<file path="config.mk">
export PLATFORM = sky130hd
export DESIGN_NAME = runahead_ctrl
export DESIGN_NICKNAME = d
export VERILOG_FILES = /design/src/rtl/runahead_pkg.sv /design/src/rtl/ra_poison_tracker.sv /design/src/rtl/ra_prefetch_slots.sv /design/src/rtl/runahead_ctrl.sv
export SDC_FILE = /design/constraint.sdc
export NUM_CORES = 1
export LEC_CHECK = 0
export CORE_ASPECT_RATIO = 1.25
export CORE_MARGIN = 2
export CORE_UTILIZATION = 42
export CTS_BUF_LIST = sky130_fd_sc_hd__clkbuf_4 sky130_fd_sc_hd__clkbuf_8
export DETAILED_ROUTE_END_ITERATION = 6
export PLACE_DENSITY = 0.83
export SLEW_MARGIN = 25
export SYNTH_ARGS = -nofsm -noshare
export SYNTH_HDL_FRONTEND = slang
export SYNTH_SLANG_ARGS = --single-unit
</file>
<file path="constraint.sdc">
create_clock -name clk -period 2.5 [get_ports clk]
set_input_delay 0.375 -clock clk [delete_from_list [all_inputs] [get_ports clk]]
set_output_delay 0.375 -clock clk [all_outputs]
set_load 0.05 [all_outputs]
</file>
<file path="src/rtl/runahead_pkg.sv">
`timescale 1ns/1ps
package runahead_pkg;
  typedef enum logic {
    MODE_NORMAL   = 1'b0,
    MODE_RUNAHEAD = 1'b1
  } ra_mode_e;
endpackage

</file>
<file path="src/rtl/ra_poison_tracker.sv">
`timescale 1ns/1ps
// One poison flag per architectural register; clear-all wins over a write.
module ra_poison_tracker #(
  parameter int NREGS = 16,
  parameter int RW    = 4
) (
  input  logic             clk,
  input  logic             rst,
  input  logic             clr,
  input  logic             wr,
  input  logic [RW-1:0]    widx,
  input  logic             wval,
  output logic [NREGS-1:0] bits
);
  always_ff @(posedge clk) begin
    if (rst || clr) begin
      bits <= '0;
    end else if (wr) begin
      bits[widx] <= wval;
    end
  end
endmodule

</file>
<file path="src/rtl/ra_prefetch_slots.sv">
`timescale 1ns/1ps
// Pool of prefetch tags 1..NSLOT; lowest free slot is offered each cycle.
module ra_prefetch_slots #(
  parameter int NSLOT = 4,
  parameter int TW    = 3
) (
  input  logic             clk,
  input  logic             rst,
  input  logic             alloc,
  input  logic             rel,
  input  logic [TW-1:0]    rel_tag,
  output logic             avail,
  output logic [TW-1:0]    next_tag,
  output logic [NSLOT-1:0] busy
);
  always_comb begin
    avail    = 1'b0;
    next_tag = '0;
    for (int k = NSLOT - 1; k >= 0; k--) begin
      if (!busy[k]) begin
        avail    = 1'b1;
        next_tag = TW'(k + 1);
      end
    end
  end

  for (genvar g = 0; g < NSLOT; g++) begin : g_slot
    localparam logic [TW-1:0] MYTAG = TW'(g + 1);
    always_ff @(posedge clk) begin
      if (rst) begin
        busy[g] <= 1'b0;
      end else if (rel && rel_tag == MYTAG) begin
        busy[g] <= 1'b0;
      end else if (alloc && avail && next_tag == MYTAG) begin
        busy[g] <= 1'b1;
      end
    end
  end
endmodule

</file>
<file path="src/rtl/runahead_ctrl.sv">
`timescale 1ns/1ps
module runahead_ctrl #(
  parameter int NREGS  = 16,
  parameter int PCW    = 32,
  parameter int LINEW  = 26,
  parameter int MAX_PF = 4,
  parameter int RW     = $clog2(NREGS),
  parameter int TAGW   = $clog2(MAX_PF + 1)
) (
  input  logic             clk,
  input  logic             rst,
  input  logic             iss_valid,
  input  logic [PCW-1:0]   iss_pc,
  input  logic [RW-1:0]    iss_dst,
  input  logic [RW-1:0]    iss_srca,
  input  logic [RW-1:0]    iss_srcb,
  input  logic             iss_load,
  input  logic             iss_store,
  input  logic             iss_addr_ok,
  input  logic             iss_offchip,
  input  logic [LINEW-1:0] iss_line,
  input  logic             ret_valid,
  input  logic [TAGW-1:0]  ret_tag,
  output logic             mode_ra,
  output logic [NREGS-1:0] poison_o,
  output logic             pf_valid,
  output logic [LINEW-1:0] pf_line,
  output logic [TAGW-1:0]  pf_tag,
  output logic             arch_we,
  output logic             shadow_we,
  output logic [RW-1:0]    rf_waddr,
  output logic             ckpt_save,
  output logic             ckpt_restore,
  output logic [PCW-1:0]   replay_pc
);
  import runahead_pkg::*;

  ra_mode_e mode_q;
  logic in_ra, restore_go, block_go, ra_issue;
  logic src_a_bad, src_b_bad, addr_clean, pf_go;
  logic pois_wr, pois_wval, dep_poison;
  logic slot_avail;
  logic [TAGW-1:0] slot_tag;
  logic [MAX_PF-1:0] slot_busy;

  assign in_ra      = (mode_q == MODE_RUNAHEAD);
  assign restore_go = in_ra && ret_valid && (ret_tag == '0);
  assign block_go   = !in_ra && iss_valid && iss_load && iss_offchip;
  assign ra_issue   = in_ra && !restore_go && iss_valid;

  assign src_a_bad  = poison_o[iss_srca];
  assign src_b_bad  = poison_o[iss_srcb];
  assign addr_clean = iss_addr_ok && !src_a_bad;
  assign pf_go      = ra_issue && iss_load && addr_clean && iss_offchip && slot_avail;

  always_comb begin
    if (iss_load) dep_poison = !addr_clean || iss_offchip;
    else          dep_poison = src_a_bad || src_b_bad;
  end

  assign pois_wr   = block_go || (ra_issue && !iss_store);
  assign pois_wval = block_go ? 1'b1 : dep_poison;

  ra_poison_tracker #(.NREGS(NREGS), .RW(RW)) u_poison (
    .clk  (clk),
    .rst  (rst),
    .clr  (restore_go),
    .wr   (pois_wr),
    .widx (iss_dst),
    .wval (pois_wval),
    .bits (poison_o)
  );

  ra_prefetch_slots #(.NSLOT(MAX_PF), .TW(TAGW)) u_slots (
    .clk      (clk),
    .rst      (rst),
    .alloc    (pf_go),
    .rel      (ret_valid && ret_tag != '0),
    .rel_tag  (ret_tag),
    .avail    (slot_avail),
    .next_tag (slot_tag),
    .busy     (slot_busy)
  );

  assign mode_ra = in_ra;

  always_ff @(posedge clk) begin
    if (rst) begin
      mode_q       <= MODE_NORMAL;
      ckpt_save    <= 1'b0;
      ckpt_restore <= 1'b0;
      arch_we      <= 1'b0;
      shadow_we    <= 1'b0;
      pf_valid     <= 1'b0;
      rf_waddr     <= '0;
      pf_line      <= '0;
      pf_tag       <= '0;
      replay_pc    <= '0;
    end else begin
      if (restore_go)    mode_q <= MODE_NORMAL;
      else if (block_go) mode_q <= MODE_RUNAHEAD;
      ckpt_save    <= block_go;
      ckpt_restore <= restore_go;
      if (block_go) replay_pc <= iss_pc;
      arch_we      <= !in_ra && iss_valid && !iss_store && !block_go;
      shadow_we    <= ra_issue && !iss_store;
      rf_waddr     <= iss_dst;
      pf_valid     <= pf_go;
      pf_line      <= iss_line;
      pf_tag       <= slot_tag;
    end
  end
endmodule

</file>
==> impl_metrics.csv, run 1 <==
group,metric,value,unit
synth,postSynthCellCount,344,
setup_path,cp-start-kind,"input pin",
placed_design,port-buffer-count,167,
synth,netlist-cell-type-count,37,
cells_and_area,mostFrequentLayoutCells,"clkdlybuf4s50_1, dfxtp_1, nand2_1",
synth,synthArstFlopShare,0,%
placed_design,place_hpwl,6845,um
drt,viasPerCell,5.075,
clock_tree,cts_setup_buffers,0,
setup_path,critical_path.cell_chain,"clkdlybuf4s50_1 -> mux4_1 -> mux2_2 -> mux2i_4 -> nand4_4 -> o221a_1",
setup_path,cp_num_buf_inv,1,
drt,routedWlPerCell,14.99,um
global_routing,grt_pass1_vias,2994,
setup_path,crit_type,"input pin to flip-flop",
global_routing,grt_overflow,0,
die,pin_count,168,
timing,max_slew_margin,62.46,%
cells_and_area,final_nets,593,
cells_and_area,final_common_cell,"clkdlybuf4s50_1",
clock_tree,cts_sinks,91,
run,maxCapViolations,0,
timing,drv_slew,0,
setup_path,crit_slowest_cell,"mux4_1",
synth,avgSynthCellArea,9.919,um^2
synth,ys_seq_area_share,53.39,%
power,vdd_ir_drop_max,0.5298,mV
die,coreArea,0.007838,mm^2
timing,final-setup-viol-count,0,
cells_and_area,final_core_util,69.13,%
clock_tree,cts_hold_buf,0,
timing,whs,0.3660,ns
power,clkPwrFrac,35.2,%
clock_tree,root_buffer,"clkbuf_8",
power,p_switching,0.0008171,W
global_routing,grt_usage,20.86,%
drt,via_count,3106,
drt,ant_nets,0,
timing,fin_tns_setup,0,ns
timing,rsz0062_at_grt,"no",
clock_tree,htree_levels,3,
clock_tree,clk_pin_slew,0.08,ns
setup_path,crit_required,2.74,ns
die,dieArea,0.008865,mm^2
clock_tree,insertion_delay,0.35,ns
drt,route.detailed.drc,0,
die,chipWidth,84.62,um
power,switching_share,25.68,%
drt,drt-total-wl,9173,um
timing,finalClockSkew,0.006291,ns
setup_path,cp_top_family,"multiplexers",
setup_path,critPathArrivalTime,2.67,ns
cells_and_area,drive_above_1_share,7.544,%
synth,ys_ff_latch,91,
synth,synth_flop_cell,"dfxtp_1",
synth,ys_warn_count,0,
hold_path,worstHoldPathType,"input pin to flip-flop",
synth,syn_nets,425,
global_routing,antenna_found_initial,0,
power,powerDensity,587.4,mW/mm^2
setup_path,cp_max_fo,8,
clock_tree,cts_tree,"built",
power,p_comb_share,17.2,%
power,seq_power_share,47.6,%
drt,drt-pass1-iter-count,6,
clock_tree,cts_resized,0,
clock_tree,cts_buffer_depth,2,
cells_and_area,syn_to_final_growth,58.78,%
synth,synth_edf_count,0,
timing,hold_viol_final,0,
setup_path,cp_slowest_stage_delay,0.60,ns
die,dieHeight,104.8,um
drt,drt_iter0_drc,110,
setup_path,end_kind,"flip-flop",
placed_design,globalplace.congestion,0.8505,
power,p_leak,1.951,nW
power,p_int,0.002365,W
timing,period_needed,2.428,ns
timing,period_share,97.13,%
cells_and_area,fillers,640,
die,row_count,36,
synth,synth_area,0.003412,mm^2
timing,fmax,0.4118,GHz
global_routing,grt_pass1_wl,14780,um
clock_tree,cts_made_buffers,9,
run_status,status,"complete, no violations",
global_routing,grt_max_degree,51,
cells_and_area,insertedDiodeCount,0,
die,start_util,43.53,%
timing,tightest_slew,0.5613,ns
## final timing paths
check                                 startpoint                 to  slack (ns)  cells past startpoint
worst max-delay path                 iss_srca[0]  u_poison.bits[14]        0.07                      6
worst min-delay path                         rst        pf_line[14]        0.37                      2
worst max register to register  u_poison.bits[1]  u_poison.bits[14]        0.38                      5
worst min register to register      replay_pc[2]       replay_pc[2]        0.45                      2
## state kept, by name, summed over array words and instances (netlist names)
register and count:
pf_line 26, arch_we 1, pf_tag 3, pf_valid 1, rf_waddr 4, replay_pc 32
shadow_we 1, ckpt_save 1, u_slots.busy 4, u_poison.bits 16, ckpt_restore 1, mode_ra 1
## area by class of cell
cell class	instances	area (um^2)	share of cell area (%)
Timing Repair Buffer	174	1719	31.73
Tap cell	95	118.9	2.194
Inverter	2	7.507	0.1386
Clock buffer	12	158.9	2.933
Clock inverter	4	72.57	1.339
Sequential cell	91	1822	33.63
Multi-Input combinational cell	234	1519	28.04
## stage by stage
| step | power [W] | cell area, um^2 | cells | worst slack, ns |
|---|---|---|---|---|
| global route | 0.003313 | 5418 | 612 | 0.01519 |
| floorplan | 0.001835 | 3412 | 344 | 0.3732 |
| CTS | 0.003217 | 5418 | 612 | 0.08473 |
| global placement | 0.002089 | 5186 | 596 | -0.1976 |
| finish | 0.003182 | 5418 | 612 | 0.07168 |
| detailed placement | 0.002099 | 5186 | 596 | -0.2825 |
## kinds of logic after synthesis
family                 Yosys count  share of synthesized area (%)
and+or+nand+nor                157                          23.73
DFF                             91                          53.39
AOI/OAI and AO/OA               64                          13.82
buffers and inverters           19                          2.164
muxes                           13                          6.894
## power groups by stage
stage               logic [W]  registers [W]  clock network [W]
floorplan            0.000117        0.00172                  0
global placement     0.000541        0.00155                  0
detailed placement   0.000548        0.00155                  0
CTS                  0.000550        0.00152            0.00115
global route         0.000577        0.00152            0.00121
finish               0.000547        0.00152            0.00112
## worst register-to-register path, delay by kind of cell, from the launching register on
kind | cells | cell delay (ns)
flip-flops | 1 | 0.37
AO/OA/AOI/OAI | 1 | 0.30
AND/OR/NAND/NOR | 1 | 0.21
multiplexers | 3 | 1.13
## layer usage
| layer | global-route usage [%] | vias to the layer above | routed length, um |
|---|---|---|---|
| met2 | 35.10 | 115 | 4681 |
| li1 | - | 1527 | - |
| met1 | 24.80 | 1448 | 3675 |
| met5 | 0 | - | 0 |
| met4 | 8.503 | 0 | 200 |
| met3 | 6.003 | 16 | 615 |
## cells in the mapped netlist, types with 2 or more instances
master    number  share of area (%)
dfxtp_1       91                 53
nand2_1       74                8.1
a21oi_1       34                5.0
nor2b_1       32                5.9
nor2_1        25                2.8
o221a_1       16                5.3
clkbuf_1      13                1.4
nand2b_1       6                1.1
mux2i_1        4                1.2
mux4_1         4                3.1
a31oi_1        3               0.55
nand3b_1       3               0.66
o21ai_0        3               0.44
a211oi_1       2               0.44
a22oi_1        2               0.44
and2_1         2               0.37
buf_1          2               0.22
buf_2          2               0.29
inv_1          2               0.22
mux2_2         2               0.66
mux4_2         2                1.3
nand3_1        2               0.29
nand4_4        2                1.2
nor4_1         2               0.37
or3b_2         2               0.51
Note: power is estimated with default switching activity, not from simulation.
==> inputs of run 2 (changes only) <==
==> constraint.sdc (replaced) <==
create_clock -name clk -period 2.79 [get_ports clk]
set_input_delay 0.4185 -clock clk [delete_from_list [all_inputs] [get_ports clk]]
set_output_delay 0.4185 -clock clk [all_outputs]
set_load 0.05 [all_outputs]
==> run 2 against run 1 <==
Effect of this change: power shrank 14%; design area shrank 0.67%; final cell count shrank 0.33%; sequential share of layout area grew 0.23 points; utilization shrank 0.46 points; first-iteration DRC count grew 40%; critical path depth is the same; flip-flop and latch count is the same.
==> impl_metrics.csv, run 2 (same netlist as run 1, synthesis figures left out) <==
group,metric,value,unit
timing,period_needed,2.442,ns
die,chipWidth,84.62,um
timing,setup_ws,0.3477,ns
setup_path,crit_slowest_cell,"clkdlybuf4s50_1",
hold_path,worstHoldPathType,"flip-flop to flip-flop",
timing,fmax,0.4095,GHz
die,row_count,36,
setup_path,crit_type,"input pin to flip-flop",
clock_tree,insertion_delay,0.36,ns
setup_path,critPathArrivalTime,2.70,ns
timing,hold_viol_final,0,
clock_tree,cts_sinks,91,
clock_tree,cts_resized,0,
clock_tree,cts_setup_buffers,0,
timing,rsz0062_at_grt,"no",
setup_path,cp_slowest_stage_delay,0.60,ns
drt,drt_iter0_drc,154,
setup_path,cp_top_family,"multiplexers",
clock_tree,cts_buffer_depth,2,
timing,period_share,87.54,%
timing,max_slew_margin,62.26,%
clock_tree,root_buffer,"clkbuf_8",
drt,viasPerCell,5.092,
cells_and_area,final_nets,591,
placed_design,globalplace.congestion,0.8599,
cells_and_area,max_flop_register,"replay_pc",
placed_design,place_area,0.005184,mm^2
global_routing,grt_max_degree,56,
cells_and_area,largest_reg_flops,32,
setup_path,cp_num_buf_inv,1,
global_routing,grt_pass1_wl,14860,um
drt,route.detailed.drc,0,
cells_and_area,fillers,634,
run_status,status,"complete, no violations",
run,maxCapViolations,0,
placed_design,port-buffer-count,167,
drt,routedWlPerCell,15.31,um
global_routing,grt_usage,20.99,%
cells_and_area,mostFrequentLayoutCells,"clkdlybuf4s50_1, dfxtp_1, nand2_1",
setup_path,end_kind,"flip-flop",
clock_tree,cts_hold_buf,0,
drt,ant_nets,0,
setup_path,crit_required,3.04,ns
cells_and_area,insertedDiodeCount,0,
die,start_util,43.53,%
timing,finalClockSkew,0.008728,ns
drt,drt-total-wl,9338,um
setup_path,cp-start-kind,"input pin",
clock_tree,cts_made_buffers,9,
timing,final-setup-viol-count,0,
die,dieArea,0.008865,mm^2
clock_tree,cts_tree,"built",
power,vdd_ir_drop_max,0.3392,mV
global_routing,grt_overflow,0,
power,power,0.002733,W
clock_tree,clk_pin_slew,0.08,ns
timing,tightest_slew,0.5643,ns
placed_design,place_ws,-0.01945,ns
cells_and_area,syn_to_final_growth,57.72,%
cells_and_area,largestRegisters,"replay_pc (32), pf_line (26), u_poison.bits (16)",
die,dieHeight,104.8,um
die,coreArea,0.007838,mm^2
placed_design,place_hpwl,6875,um
cells_and_area,final_common_cell,"clkdlybuf4s50_1",
power,powerDensity,507.8,mW/mm^2
global_routing,grt_pass1_vias,3101,
cells_and_area,finalInstanceArea,0.005381,mm^2
drt,via_count,3106,
die,pin_count,168,
drt,drt-pass1-iter-count,4,
setup_path,cp_max_fo,8,
setup_path,critical_path.cell_chain,"clkdlybuf4s50_1 -> mux4_1 -> mux2_2 -> mux2i_4 -> nand4_4 -> o221a_1",
global_routing,antenna_found_initial,0,
cells_and_area,drive_above_1_share,7.184,%
clock_tree,htree_levels,3,
timing,drv_slew,0,
power,p_leak,1.921,nW
-- run 2: metal layers --
metal | up-vias | share of wire [%] | routed length [um] | GRT usage, %
li1 | 1520 | - | - | -
met1 | 1448 | 39 | 3665 | 23.79
met2 | 115 | 51 | 4743 | 35.77
met3 | 23 | 6.6 | 612 | 5.687
met4 | 0 | 3.4 | 317 | 10.77
met5 | - | 0 | 0 | 0
-- run 2: final timing paths --
path / depth (start not counted) / slack (ns) / startpoint / end
worst max-delay path: 6 / 0.35 / iss_srca[0] / u_poison.bits[14]
worst min-delay path: 2 / 0.46 / replay_pc[18] / replay_pc[18]
worst max register to register: 5 / 0.71 / u_poison.bits[3] / u_poison.bits[14]
worst min register to register: 2 / 0.46 / replay_pc[18] / replay_pc[18]
-- run 2: through the flow --
step / utilization [%] / setup TNS [ns] / hold WS [ns] / instances
finish: 68.66 / 0 / 0.4565 / 610
global route: 68.66 / 0 / 0.4801 / 610
CTS: 68.66 / 0 / 0.4564 / 610
detailed placement: 66.14 / -0.1109 / 0.4464 / 594
global placement: 66.14 / 0 / 0.4334 / 594
floorplan: - / 0 / 0.4216 / 344
-- run 2: worst min-delay path: stages, from the launching register on --
cell     delay, ns
dfxtp_1       0.32
nand2_1       0.05
a21oi_1       0.05
-- run 2: layout make-up --
| class | instances | area, um^2 | share of cell area, % |
|---|---|---|---|
| clock buffers | 10 | 131.4 | 2.441 |
| flip-flops and latches | 91 | 1822 | 33.85 |
| repair buffers | 172 | 1717 | 31.90 |
| multi-input cells | 234 | 1519 | 28.23 |
| well taps | 95 | 118.9 | 2.209 |
| inverters | 2 | 7.507 | 0.1395 |
| clock inverters | 6 | 66.31 | 1.232 |
-- run 2: report_power, final --
part | total (W) | internal, W | switching, W
Sequential | 0.00136 | 0.00134 | 0.0000172
Combinational | 0.000493 | 0.000217 | 0.000276
Clock | 0.000882 | 0.000423 | 0.000458
Total | 0.00273 | 0.00198 | 0.000752
